[src/rtl/spi_cmd_pkg.sv]
package spi_cmd_pkg;
  localparam int WORD_W    = 32;
  localparam int ADDR_W    = 2;
  localparam int CNT_W     = 4;
  localparam int TX_LSB    = 0;
  localparam int RX_LSB    = 4;
  localparam int START_BIT = 8;
  localparam int BUSY_BIT  = 16;
  localparam int MAX_TX    = 8;
  localparam int MAX_RX    = 4;

  localparam logic [ADDR_W-1:0] ADDR_CMD  = 2'd0;
  localparam logic [ADDR_W-1:0] ADDR_DATA = 2'd1;
  localparam logic [ADDR_W-1:0] ADDR_CTL  = 2'd2;

  typedef enum logic [1:0] {
    ST_IDLE  = 2'd0,
    ST_XFER  = 2'd1,
    ST_TRAIL = 2'd2
  } shift_state_t;
endpackage

[src/rtl/spi_cmd_phase.sv]
module spi_cmd_phase #(
  parameter int HALF = 2
) (
  input  logic clk,
  input  logic rst_n,
  input  logic run,
  output logic tick
);
  generate
    if (HALF <= 1) begin : g_single
      assign tick = run;
    end else begin : g_count
      localparam int CW = $clog2(HALF);
      logic [CW-1:0] cnt_q;

      assign tick = run && (cnt_q == CW'(HALF - 1));

      always_ff @(posedge clk or negedge rst_n) begin
        if (!rst_n)            cnt_q <= '0;
        else if (!run || tick) cnt_q <= '0;
        else                   cnt_q <= cnt_q + 1'b1;
      end

      AST_PHASE_RANGE: assert property (@(posedge clk) disable iff (!rst_n)
        !run |=> (cnt_q == '0));
    end
  endgenerate
endmodule

[src/rtl/spi_cmd_regs.sv]
module spi_cmd_regs
  import spi_cmd_pkg::*;
(
  input  logic              clk,
  input  logic              rst_n,
  input  logic              bus_sel,
  input  logic              bus_we,
  input  logic [ADDR_W-1:0] bus_addr,
  input  logic [WORD_W-1:0] bus_wdata,
  output logic [WORD_W-1:0] bus_rdata,
  input  logic              busy,
  input  logic              done,
  input  logic              rx_valid,
  input  logic [WORD_W-1:0] rx_word,
  output logic [WORD_W-1:0] cmd_q,
  output logic [WORD_W-1:0] data_q,
  output logic              start_req,
  output logic [CNT_W-1:0]  start_tx,
  output logic [CNT_W-1:0]  start_rx
);
  logic             wr_ok;
  logic [CNT_W-1:0] tx_f_q, rx_f_q;

  assign wr_ok     = bus_sel && bus_we && !busy;
  assign start_req = wr_ok && (bus_addr == ADDR_CTL) && bus_wdata[START_BIT];
  assign start_tx  = bus_wdata[TX_LSB +: CNT_W];
  assign start_rx  = bus_wdata[RX_LSB +: CNT_W];

  always_ff @(posedge clk or negedge rst_n) begin
    if (!rst_n) begin
      cmd_q  <= '0;
      data_q <= '0;
      tx_f_q <= '0;
      rx_f_q <= '0;
    end else begin
      if (wr_ok && bus_addr == ADDR_CMD) cmd_q <= bus_wdata;
      if (rx_valid)                          data_q <= rx_word;
      else if (wr_ok && bus_addr == ADDR_DATA) data_q <= bus_wdata;
      if (wr_ok && bus_addr == ADDR_CTL) begin
        tx_f_q <= bus_wdata[TX_LSB +: CNT_W];
        rx_f_q <= bus_wdata[RX_LSB +: CNT_W];
      end
    end
  end

  always_comb begin
    bus_rdata = '0;
    if (bus_sel) begin
      case (bus_addr)
        ADDR_CMD:  bus_rdata = cmd_q;
        ADDR_DATA: bus_rdata = data_q;
        ADDR_CTL: begin
          bus_rdata[TX_LSB +: CNT_W] = tx_f_q;
          bus_rdata[RX_LSB +: CNT_W] = rx_f_q;
          bus_rdata[BUSY_BIT]        = busy;
        end
        default:   bus_rdata = '0;
      endcase
    end
  end

  AST_CMD_HOLD_BUSY: assert property (@(posedge clk) disable iff (!rst_n)
    (bus_sel && bus_we && bus_addr == ADDR_CMD && busy) |=> $stable(cmd_q));
  AST_DATA_KEEP_NORX: assert property (@(posedge clk) disable iff (!rst_n)
    (done && !rx_valid) |=> $stable(data_q));
  AST_START_LAUNCH: assert property (@(posedge clk) disable iff (!rst_n)
    (bus_sel && bus_we && bus_addr == ADDR_CTL && !busy && bus_wdata[START_BIT]
     && bus_wdata[TX_LSB +: CNT_W] != '0) |=> busy);
  AST_TX0_QUIET: assert property (@(posedge clk) disable iff (!rst_n)
    (bus_sel && bus_we && bus_addr == ADDR_CTL && !busy && bus_wdata[START_BIT]
     && bus_wdata[TX_LSB +: CNT_W] == '0) |=> !busy);
endmodule

[src/rtl/spi_cmd_shifter.sv]
module spi_cmd_shifter
  import spi_cmd_pkg::*;
#(
  parameter int CLK_DIV = 4
) (
  input  logic              clk,
  input  logic              rst_n,
  input  logic              start_req,
  input  logic [CNT_W-1:0]  start_tx,
  input  logic [CNT_W-1:0]  start_rx,
  input  logic [WORD_W-1:0] cmd_q,
  input  logic [WORD_W-1:0] data_q,
  input  logic              spi_miso,
  output logic              spi_cs_n,
  output logic              spi_sclk,
  output logic              spi_mosi,
  output logic              busy,
  output logic              done,
  output logic              rx_valid,
  output logic [WORD_W-1:0] rx_word
);
  localparam int HALF  = CLK_DIV / 2;
  localparam int BIT_W = $clog2((MAX_TX + MAX_RX) * 8) + 1;
  localparam int TXW   = $clog2(2 * WORD_W);
  localparam int RXW   = $clog2(WORD_W);

  shift_state_t      state_q;
  logic              tick;
  logic              cs_n_q, sclk_q, mosi_q, busy_q, rx_any_q;
  logic [BIT_W-1:0]  bit_q, ntx_q, nall_q;
  logic [WORD_W-1:0] rx_acc_q;
  logic [2*WORD_W-1:0] tx_word;
  logic [CNT_W-1:0]  tx_c, rx_c;
  logic [BIT_W-1:0]  ntx_l, nall_l;
  logic [RXW-1:0]    rx_pos;

  spi_cmd_phase #(.HALF(HALF)) u_phase (
    .clk   (clk),
    .rst_n (rst_n),
    .run   (state_q != ST_IDLE),
    .tick  (tick)
  );

  assign tx_word = {data_q, cmd_q};
  assign tx_c    = (start_tx > CNT_W'(MAX_TX)) ? CNT_W'(MAX_TX) : start_tx;
  assign rx_c    = (start_rx > CNT_W'(MAX_RX)) ? CNT_W'(MAX_RX) : start_rx;
  assign ntx_l   = BIT_W'(tx_c) << 3;
  assign nall_l  = (BIT_W'(tx_c) + BIT_W'(rx_c)) << 3;
  assign rx_pos  = RXW'(bit_q - ntx_q) ^ RXW'(7);

  function automatic logic tx_bit(input logic [BIT_W-1:0] k,
                                  input logic [BIT_W-1:0] ntx,
                                  input logic [2*WORD_W-1:0] w);
    if (k < ntx) return w[TXW'(k) ^ TXW'(7)];
    return 1'b0;
  endfunction

  always_ff @(posedge clk or negedge rst_n) begin
    if (!rst_n) begin
      state_q  <= ST_IDLE;
      cs_n_q   <= 1'b1;
      sclk_q   <= 1'b0;
      mosi_q   <= 1'b0;
      busy_q   <= 1'b0;
      rx_any_q <= 1'b0;
      bit_q    <= '0;
      ntx_q    <= '0;
      nall_q   <= '0;
      rx_acc_q <= '0;
    end else begin
      case (state_q)
        ST_IDLE: begin
          if (start_req && tx_c != '0) begin
            state_q  <= ST_XFER;
            cs_n_q   <= 1'b0;
            busy_q   <= 1'b1;
            bit_q    <= '0;
            ntx_q    <= ntx_l;
            nall_q   <= nall_l;
            rx_acc_q <= '0;
            rx_any_q <= (rx_c != '0);
            mosi_q   <= tx_bit('0, ntx_l, tx_word);
          end
        end
        ST_XFER: begin
          if (tick) begin
            if (!sclk_q) begin
              sclk_q <= 1'b1;
              if (bit_q >= ntx_q) rx_acc_q[rx_pos] <= spi_miso;
            end else begin
              sclk_q <= 1'b0;
              if (bit_q == nall_q - 1'b1) begin
                state_q <= ST_TRAIL;
                mosi_q  <= 1'b0;
              end else begin
                bit_q  <= bit_q + 1'b1;
                mosi_q <= tx_bit(bit_q + 1'b1, ntx_q, tx_word);
              end
            end
          end
        end
        ST_TRAIL: begin
          if (tick) begin
            state_q <= ST_IDLE;
            cs_n_q  <= 1'b1;
            busy_q  <= 1'b0;
          end
        end
        default: state_q <= ST_IDLE;
      endcase
    end
  end

  assign done     = (state_q == ST_TRAIL) && tick;
  assign rx_valid = done && rx_any_q;
  assign rx_word  = rx_acc_q;
  assign spi_cs_n = cs_n_q;
  assign spi_sclk = sclk_q;
  assign spi_mosi = mosi_q;
  assign busy     = busy_q;

  AST_CS_HIGH_IDLE: assert property (@(posedge clk) disable iff (!rst_n)
    !busy_q |-> cs_n_q);
  AST_SCLK_LOW_DESEL: assert property (@(posedge clk) disable iff (!rst_n)
    cs_n_q |-> !sclk_q);
  AST_MOSI_STABLE_HIGH: assert property (@(posedge clk) disable iff (!rst_n)
    (sclk_q && $past(sclk_q)) |-> $stable(mosi_q));
endmodule

[src/rtl/spi_cmd_engine.sv]
module spi_cmd_engine
  import spi_cmd_pkg::*;
#(
  parameter int CLK_DIV = 4
) (
  input  logic              clk,
  input  logic              rst_n,
  input  logic              bus_sel,
  input  logic              bus_we,
  input  logic [ADDR_W-1:0] bus_addr,
  input  logic [WORD_W-1:0] bus_wdata,
  output logic [WORD_W-1:0] bus_rdata,
  output logic              spi_cs_n,
  output logic              spi_sclk,
  output logic              spi_mosi,
  input  logic              spi_miso
);
  logic              busy, done, rx_valid, start_req;
  logic [WORD_W-1:0] rx_word, cmd_q, data_q;
  logic [CNT_W-1:0]  start_tx, start_rx;

  spi_cmd_regs u_regs (
    .clk       (clk),
    .rst_n     (rst_n),
    .bus_sel   (bus_sel),
    .bus_we    (bus_we),
    .bus_addr  (bus_addr),
    .bus_wdata (bus_wdata),
    .bus_rdata (bus_rdata),
    .busy      (busy),
    .done      (done),
    .rx_valid  (rx_valid),
    .rx_word   (rx_word),
    .cmd_q     (cmd_q),
    .data_q    (data_q),
    .start_req (start_req),
    .start_tx  (start_tx),
    .start_rx  (start_rx)
  );

  spi_cmd_shifter #(.CLK_DIV(CLK_DIV)) u_shift (
    .clk       (clk),
    .rst_n     (rst_n),
    .start_req (start_req),
    .start_tx  (start_tx),
    .start_rx  (start_rx),
    .cmd_q     (cmd_q),
    .data_q    (data_q),
    .spi_miso  (spi_miso),
    .spi_cs_n  (spi_cs_n),
    .spi_sclk  (spi_sclk),
    .spi_mosi  (spi_mosi),
    .busy      (busy),
    .done      (done),
    .rx_valid  (rx_valid),
    .rx_word   (rx_word)
  );
endmodule

[config.mk]
export PLATFORM = sky130hd
export DESIGN_NAME = spi_cmd_engine
export DESIGN_NICKNAME = d
export VERILOG_FILES = /design/src/rtl/spi_cmd_pkg.sv /design/src/rtl/spi_cmd_phase.sv /design/src/rtl/spi_cmd_regs.sv /design/src/rtl/spi_cmd_shifter.sv /design/src/rtl/spi_cmd_engine.sv
export SDC_FILE = /design/constraint.sdc
export NUM_CORES = 1
export LEC_CHECK = 0
export ABC_AREA = 1
export BUFFER_PORTS_ARGS = -buffer_cell sky130_fd_sc_hd__buf_2
export CORE_ASPECT_RATIO = 2
export CORE_UTILIZATION = 40
export DETAILED_ROUTE_END_ITERATION = 8
export SYNTH_ARGS = -nofsm -noshare
export SYNTH_HDL_FRONTEND = slang
export SYNTH_SLANG_ARGS = --single-unit
[constraint.sdc]
create_clock -name clk -period 7.1 [get_ports clk]
set_input_delay 0.71 -clock clk [delete_from_list [all_inputs] [get_ports clk]]
set_output_delay 0.71 -clock clk [all_outputs]
set_load 0.02 [all_outputs]
# Yosys cells after proc, flatten, opt, wreduce, memory -nomap -nowiden

Cells that the tools add are included.

Mux-type cells: 55
Bitwise operators: 2
Equality and inequality tests: 13
Reduce and logical (&&, ||, !) cells: 29
Magnitude comparators: 8
Add/sub/neg operators: 5

Operator list:

| kind                | number |
|---|---|
| $mux 32             | 7 |
| $pmux 32 s2         | 1 |
| $bwmux 32           | 1 |
| $mux 8              | 4 |
| $pmux 8 s2          | 2 |
| $pmux 15 s2         | 1 |
| $mux 1              | 24 |
| $pmux 8 s3          | 1 |
| $reduce_and 5->1    | 3 |
| $ne 2x1->1 const B  | 6 |
| $logic_and 1x1->1   | 11 |
| $mux 2              | 5 |
| $add 8x1->8 const B | 1 |
| $eq 8x8->1          | 1 |
| $ge 8x7->1          | 1 |
| $lt 8x7->1          | 1 |
| $mux 4              | 2 |
| $reduce_bool 2->1   | 4 |
| $reduce_bool 4->1   | 2 |
| $sub 8x1->8 const B | 1 |
| $lt 1x7->1 const A  | 1 |
| $lt 6x7->1 const B  | 1 |
| $bmux 1 s6          | 1 |
| $lt 5x6->1 const B  | 1 |
| other kinds (20)    | 29 |

Register bits: 129

# Logic depth before layout (Yosys ltp)

Gate-level depths: netlist of run 1.

Depth after elaboration: 12
Depth in mapped cells: 16
Depth with buffers taken out: 16

# Cells and area by module

From an unflattened synthesis of run 1, not the netlist that was laid out.

Cell total of the unflattened synthesis: 1199
Area, all modules: 8435.6 µm²

Modules (own cells, without submodules):

| module          | cells an instance | area an instance (µm²) | instances |
|---|---|---|---|
| spi_cmd_shifter | 672               | 4371.7                 | 1 |
| spi_cmd_regs    | 522               | 4021.4                 | 1 |
| spi_cmd_phase   | 5                 | 42.5                   | 1 |

# Worst setup path after synthesis of run 1

Ideal clock, no wire load.

Path kind: input to output
Start: input bus_addr[0]
End: output bus_rdata[10]
Path slack: 4.674 ns
Path buffers: 1
Required time: 6.390 ns
Data arrival time: 1.716 ns
Cell stages on the path: 5
Cell sequence: inv_1 nor2_1 clkbuf_1 nand2_1 a21oi_1

Longest elaborated chain between the ends: 3
Elaborated cells on any way between the ends: 4
Classes of those cells: eq/ne: 1; mux: 2; reduce/logical: 1

Ends and longest elaborated chain:

| what                                                 | line                 | text |
|---|---|---|
| from (decl)                                          | spi_cmd_engine.sv:10 | `input logic [ADDR_W-1:0] bus_addr,` |
| $eq 2x1->1 / $logic_not 2->1 (equally long branches) | spi_cmd_regs.sv:49   | `case (bus_addr)` |
| $pmux 8 s2 *                                         | spi_cmd_regs.sv:49   |  |
| $mux 32 *                                            | spi_cmd_regs.sv:48   | `if (bus_sel) begin` |
| to (decl)                                            | spi_cmd_engine.sv:12 | `output logic [WORD_W-1:0] bus_rdata,` |

Every way passes the cells marked *; elsewhere a longest branch is shown, timed or not.

# Final worst setup path of run 1

Start: register u_shift.bit_q[0]
End: register u_shift.rx_acc_q[10], in the netlist u_shift.rx_word[10]

Longest elaborated chain between the ends: 11
Elaborated cells on any way between the ends: 15
Classes of those cells: add/sub: 1; order compare: 3; eq/ne: 1; mux: 7; bitwise: 1; reduce/logical: 2

Ends and longest elaborated chain:

| what                                                                  | line                  | text |
|---|---|---|
| from (decl)                                                           | spi_cmd_shifter.sv:30 | `logic [BIT_W-1:0] bit_q, ntx_q, nall_q;` |
| from (signal assigned)                                                | spi_cmd_shifter.sv:96 | `bit_q <= bit_q + 1'b1;` |
| $sub 5x5->5                                                           | spi_cmd_shifter.sv:49 | `assign rx_pos = RXW'(bit_q - ntx_q) ^ RXW'(7);` |
| $not 3->3 (no line)                                                   | -                     |  |
| $lt 5x6->1 (implied by the code) / $ge 5x1->1 (equally long branches) | spi_cmd_shifter.sv:89 | `if (bit_q >= ntx_q) rx_acc_q[rx_pos] <= spi_miso;` |
| $logic_and 1x1->1 (implied by the code)                               | spi_cmd_shifter.sv:89 |  |
| $mux 1 (implied by the code)                                          | spi_cmd_shifter.sv:89 |  |
| $demux 1 s5                                                           | -                     |  |
| $bwmux 32                                                             | spi_cmd_shifter.sv:89 |  |
| $mux 32                                                               | spi_cmd_shifter.sv:89 |  |
| $mux 32                                                               | spi_cmd_shifter.sv:87 | `if (!sclk_q) begin` |
| $mux 32                                                               | spi_cmd_shifter.sv:86 | `if (tick) begin` |
| $pmux 32 s2                                                           | spi_cmd_shifter.sv:71 | `case (state_q)` |
| to (signal, indexed assignment)                                       | spi_cmd_shifter.sv:89 |  |
| to (decl)                                                             | spi_cmd_shifter.sv:31 | `logic [WORD_W-1:0] rx_acc_q;` |

Several ways; a longest one is shown, not always the timed one. The select of a mux whose other input is x is not followed.
A chain may end at the register's enable or synchronous reset.

==> impl_metrics.toml, run 1 <==
[flow_run]
drv_cap = 0

[cells_and_area]
nNetsFinal = 1226
drive_above_1_share_pct = 11.0
syn_to_final_growth_pct = 14.1
diodes = 0
design_area_mm2 = 0.00892
final_util_pct = 46.3

[global_route]
antenna_found_initial = 0
grt_pass1_vias = 7306
grt_max_degree = 72
grt_pass1_wl_um = 38400
grt_overflow = 0
grt_use_total_pct = 25.6

[clock_network]
cts_tree = "done"
numClockSinks = 129
path_clk_slew_ns = 0.06
clock-root-buffer = "clkbuf_16"
cts_buffers = 17
postCtsSetupBuffers = 0
insertion_delay_ns = 0.42
clock_path_buffers = 2
ctsHoldBuffers = 0
post_cts_resized = 0
cts_max_level = 4

[floorplan]
die_x_um = 101
pin_count = 74
die_area_mm2 = 0.0201
die-height_um = 200
coreArea_mm2 = 0.0193
floorplan.initialDensity_pct = 40.5
row_count = 72

[synthesis]
async_flop_share_pct = 100
ys_top_cells_by_count = "nand2_1 (383), o21ai_0 (141), dfrtp_1 (128)"
synth_top_area_cell = "dfrtp_1"
synth-seq-cells = 129
synth-edff-count = 0
netlist-cell-type-count = 34
yosys_warnings = 0
syn-num-nets = 1185
syn_inst = 1129
yosysMostFrequentCell = "nand2_1"
netlist.area_leader.share_pct = 41.0
ys_seq_area_share_pct = 41.3
synth_area_mm2 = 0.00781
syn_area_per_cell_um2 = 6.92
netlist_top_cells_area = "dfrtp_1 (41%), nand2_1 (18%), o21ai_0 (9.0%)"
yosys_most_used_dff = "dfrtp_1"

[hold_path]
min_path_type = "input port to asynchronous set/reset pin"

[power]
p_comb_share_pct = 36.5
p_seq_share_pct = 36.2
pwr-share-clk_pct = 27.4
swShare_pct = 41.0
p_switching_uw = 1350
power.density_cell_area_mw_per_mm2 = 369
p_int_uw = 1940
leakagePower_uw = 0.00464
ir_drop_v = 0.000145

[critical_path]
path_class = "flip-flop to flip-flop"
reg2reg_depth = 11
start_kind = "flip-flop"
end_kind = "flip-flop"
crit_required_ns = 7.40
arrival_ns = 3.42
worstPathMaxFanout = 64

[status]
outcome = "finished clean"

[timing]
layout_worst_path_cycle_share_pct = 44.0
finClkSkew_ns = 0.00990
min_period_ns = 3.12
worstMarginPinSlew_ns = 1.16
rsz0062_at_grt = "no"
drv_slew = 0
setup_tns_ns = 0
setup_viol = 0
max_freq_mhz = 320
slew_headroom_pct = 22.6
hold_viol_final = 0

[placement]
place.gp.congestion = 0.849
dpl.hpwl_um = 17400
placed_cell_area_mm2 = 0.00832
port_buffers = 73

[drt]
ant_nets = 0
vias = 7478
via_per_inst = 5.19
drc = 0
wl_um = 24500
first_pass_iters = 5
drt_iter0_drc = 365
wl_per_cell_um = 17.0
-- path summary, 6_finish.rpt --
check                                    start             endpoint  slack, ns
min                                      rst_n     u_regs.cmd_q[15]       0.27
max reg2reg                   u_shift.bit_q[0]  u_shift.rx_word[10]       3.98
min in group clk           u_shift.rx_word[25]  u_shift.rx_word[25]       0.47
max                           u_shift.bit_q[0]  u_shift.rx_word[10]       3.98
max in group asynchronous                rst_n    u_regs.data_q[25]       5.49
min reg2reg                u_shift.rx_word[25]  u_shift.rx_word[25]       0.47
-- cell families (layout without fill, tap and decap cells) --
group                      count (synthesis)  after routing  synth area share (%)
and+or+nand+nor                          592            592                  32.3
AOI/OAI and AO/OA                        196            196                  13.4
buffers and inverters                    190            244                  9.66
DFF                                      129            129                  41.3
adders and majority gates                 17             17                  2.82
xor gates and xnor gates                   4              4                 0.449
other                                      1              1                0.0480
-- power by group through the flow --
stage	Combinational, uW	Sequential, uW	Clock (uW)
CTS	1210	1190	912
finish	1200	1190	900
global placement	1190	1200	0
detailed placement	1200	1200	0
floorplan	849	1140	0
global route	1360	1220	941
-- sequential cells by signal, indices dropped and copies added (netlist names) --
| name | count |
|---|---|
| u_shift.bit_q | 8 |
| u_shift.busy | 1 |
| u_shift.ntx_q | 4 |
| u_shift.u_phase.g_count.cnt_q | 1 |
| u_shift.rx_any_q | 1 |
| u_shift.spi_cs_n | 1 |
| u_shift.spi_mosi | 1 |
| u_regs.data_q | 32 |
| u_regs.rx_f_q | 4 |
| u_regs.tx_f_q | 4 |
| u_regs.cmd_q | 32 |
| u_shift.spi_sclk | 1 |
| u_shift.state_q | 2 |
| u_shift.rx_word | 32 |
| u_shift.nall_q | 5 |
-- worst max-delay path, stage by stage (launching register included) --
cell and delay (ns):
dfrtp_1 0.35, buf_4 0.40, clkinv_1 0.17, ha_1 0.34, nand4_1 0.13, nand3_1 0.09, a21oi_1 0.21, o21ai_0 0.16
nand2_1 0.10, nand2_2 0.60, nand4_1 0.34, nand2_1 0.08
-- cell type report --
type	count	area, um^2
clock buffers	22	464
clock inverters	10	134
fillers	2085	10400
inverters	130	488
multi-input cells	810	3840
flip-flops and latches	129	3230
well taps	259	324
repair buffers	82	439
-- cells in the final DEF, fill, tap and decap left out, types with 3 or more instances in the layout --
cell type | synthesis | final
nor2_1 | 55 | 53
clkbuf_16 | 0 | 17
nand2_2 | 1 | 3
buf_2 | 12 | 72
ha_1 | 16 | 16
dfrtp_1 | 128 | 128
bufinv_16 | 0 | 3
nand3_1 | 105 | 105
a22o_1 | 8 | 8
nor2_4 | 3 | 3
buf_4 | 7 | 9
nand4_1 | 36 | 36
a21oi_1 | 33 | 33
o21ai_0 | 141 | 141
clkinv_2 | 0 | 4
clkbuf_1 | 38 | 3
nand2_1 | 383 | 381
o211ai_1 | 9 | 9
inv_1 | 124 | 124
inv_2 | 4 | 4
-- per-layer routing --
layer,track usage (%),wire length [um],vias to the layer above
met5,0,0,-
met4,14.3,1190,0
met3,2.76,814,58
met2,49.0,13500,206
met1,26.5,9060,3482
li1,-,-,3732
-- per-stage QoR --
| step | hold slack [ns] | setup WS [ns] | power [uW] | instances |
|---|---|---|---|---|
| 2_1_floorplan | 0.414 | 4.67 | 1990 | 1129 |
| 3_3_place_gp | 0.451 | 3.68 | 2380 | 1410 |
| 3_5_place_dp | 0.458 | 3.61 | 2400 | 1410 |
| 4_1_cts | 0.286 | 3.95 | 3310 | 1442 |
| 5_1_grt | 0.302 | 3.70 | 3520 | 1442 |
| 6_report | 0.268 | 3.98 | 3290 | 1442 |
Note: power is estimated with default switching activity, not from simulation.
==> run 2: changes to the inputs <==
- clock period: 7.1 -> 2.8 ns (I/O delays scaled with it)
==> run 2 against run 1 <==
- die area did not move
- clock power rose to 2.5 times the previous value
- global-route usage rose by 1.3 points
- first-iteration DRC count rose by 3.8%
- power rose to 2.5 times the previous value
- register-to-register slack got worse by 3.6 ns
- sequential power rose to 2.6 times the previous value
- sequential share of layout area fell by 0.58 points
- clock-buffer cell count rose by 1
- utilization rose by 0.75 points
- sequential cell count did not move
- final area rose by 1.6%
==> impl_metrics.toml, run 2 (same netlist as run 1, synthesis figures left out) <==
[cells_and_area]
final_util_pct = 47.0
final-seq-area_mm2 = 0.00323
mostFrequentLayoutCells = "nand2_1 (381), o21ai_0 (141), dfrtp_1 (128), inv_1 (124), nand3_1 (105)"
design_area_mm2 = 0.00906
final_common_cell = "nand2_1"
nFillCells = 2094
diodes = 0
syn_to_final_growth_pct = 16.0
drive_above_1_share_pct = 11.9
nNetsFinal = 1241
multi_input_area_mm2 = 0.00384

[placement]
port_buffers = 73
pre_cts_ws_ns = 0.355
placed_cell_area_mm2 = 0.00846
dpl.hpwl_um = 18800
place.gp.congestion = 0.887

[timing]
rsz0062_at_grt = "no"
worstMarginPinSlew_ns = 0.772
hold_viol_final = 0
finClkSkew_ns = 0.00853
drv_slew = 0
setup_slack_ns = 0.331
setup_viol = 0
layout_worst_path_cycle_share_pct = 88.2
slew_headroom_pct = 48.5
min_period_ns = 2.47
max_freq_mhz = 405
setup_tns_ns = 0

[critical_path]
critPathCapture = "u_shift.spi_mosi"
arrival_ns = 2.81
r2r-start = "u_shift.bit_q[2]"
start_kind = "flip-flop"
end_kind = "flip-flop"
r2r-end = "u_shift.spi_mosi"
worstPathMaxFanout = 10
reg2reg_depth = 15
crit_start = "u_shift.bit_q[2]"
path_class = "flip-flop to flip-flop"
rrSetupSlack_ns = 0.33
crit_required_ns = 3.14

[clock_network]
clock-root-buffer = "clkbuf_16"
cts_max_level = 4
clock_path_buffers = 2
cts_tree = "done"
cts_buffers = 17
numClockSinks = 129
post_cts_resized = 0
insertion_delay_ns = 0.42
path_clk_slew_ns = 0.06

[drt]
vias = 7673
wl_per_cell_um = 17.6
via_per_inst = 5.27
wl_um = 25600
drt_iter0_drc = 379
met2_wirelength_um = 13500
wl_met3_um = 709
drc = 0
first_pass_iters = 5
dr.max_layer_used = "met4"
m1WireLength_um = 9290
ant_nets = 0

[floorplan]
pin_count = 74
die-height_um = 200
die_x_um = 101
row_count = 72
coreArea_mm2 = 0.0193
die_area_mm2 = 0.0201
floorplan.initialDensity_pct = 40.5

[hold_path]
min_path_type = "input port to flip-flop"
hold_depth = 2

[global_route]
grt_max_degree = 65
antenna_found_initial = 0
grt_pass1_vias = 7590
grt_pass1_wl_um = 40300
grt_use_total_pct = 26.9
grt_overflow = 0

[power]
p_seq_share_pct = 36.7
p_int_uw = 4940
p_switching_uw = 3450
swShare_pct = 41.1
power.density_cell_area_mw_per_mm2 = 926
p_comb_share_pct = 36.2
ir_drop_v = 0.000320
pwr-share-clk_pct = 27.1
leakagePower_uw = 0.00471
totalPowerFinal_uw = 8390

[status]
outcome = "finished clean"

[flow_run]
drv_cap = 0
run 2: per-layer routing:
| layer | global-route usage [%] | vias up |
|---|---|---|
| met5 | 0 | - |
| met4 | 21.7 | 0 |
| met3 | 3.08 | 88 |
| met2 | 48.4 | 245 |
| met1 | 27.5 | 3575 |
| li1 | - | 3765 |
run 2: area by class of cell:
cell class / instances / area share [%]
Multi-Input combinational cell: 810 / 42.4
Sequential cell: 129 / 35.6
Clock buffer: 23 / 5.05
Inverter: 130 / 5.38
Tap cell: 259 / 3.58
Clock inverter: 9 / 1.46
Timing Repair Buffer: 97 / 6.53
run 2: stage by stage:
stage	std cells	hold WS [ns]
5_1_grt	1457	0.109
4_1_cts	1457	0.0912
3_5_place_dp	1424	0.250
6_report	1457	0.106
2_1_floorplan	1129	-0.0156
3_3_place_gp	1424	0.246
run 2: worst min path at each step:
| stage | startpoint | end | slack (ns) |
|---|---|---|---|
| 2_1_floorplan | rst_n | u_regs.cmd_q[0] | -0.02 |
| 3_3_place_gp | rst_n | u_regs.cmd_q[15] | 0.25 |
| 3_5_place_dp | rst_n | u_regs.cmd_q[15] | 0.25 |
| 4_1_cts | bus_wdata[0] | u_shift.ntx_q[3] | 0.09 |
| 5_1_grt | bus_wdata[0] | u_shift.ntx_q[3] | 0.11 |
| 6_report | bus_wdata[0] | u_shift.ntx_q[3] | 0.11 |
run 2: repair_timing:
action                    4_1_cts  5_1_grt
setup buffers                   0        0
hold buffers                    1        0
hold endpoints to repair       43        0
run 2: power groups by stage:
stage	registers [uW]	clock network [uW]	logic, uW
after detailed placement	3110	0	3040
after global routing	3160	2360	3490
after floorplan	2890	0	2150
final	3080	2270	3040
after CTS	3080	2310	3060
after global placement	3100	0	3000
run 2: worst max-delay path: stages (launching register included):
cell and delay, ns:
dfrtp_1 0.55, nand3_1 0.18, inv_1 0.13, nand4_1 0.08, nand2_1 0.18, inv_1 0.16
ha_1 0.32, nand2_1 0.07, inv_1 0.04, nand2_1 0.05, nand3_1 0.06, nand2_1 0.06
nand2_1 0.05, nor2_1 0.18, nand3_1 0.11, a21oi_1 0.15
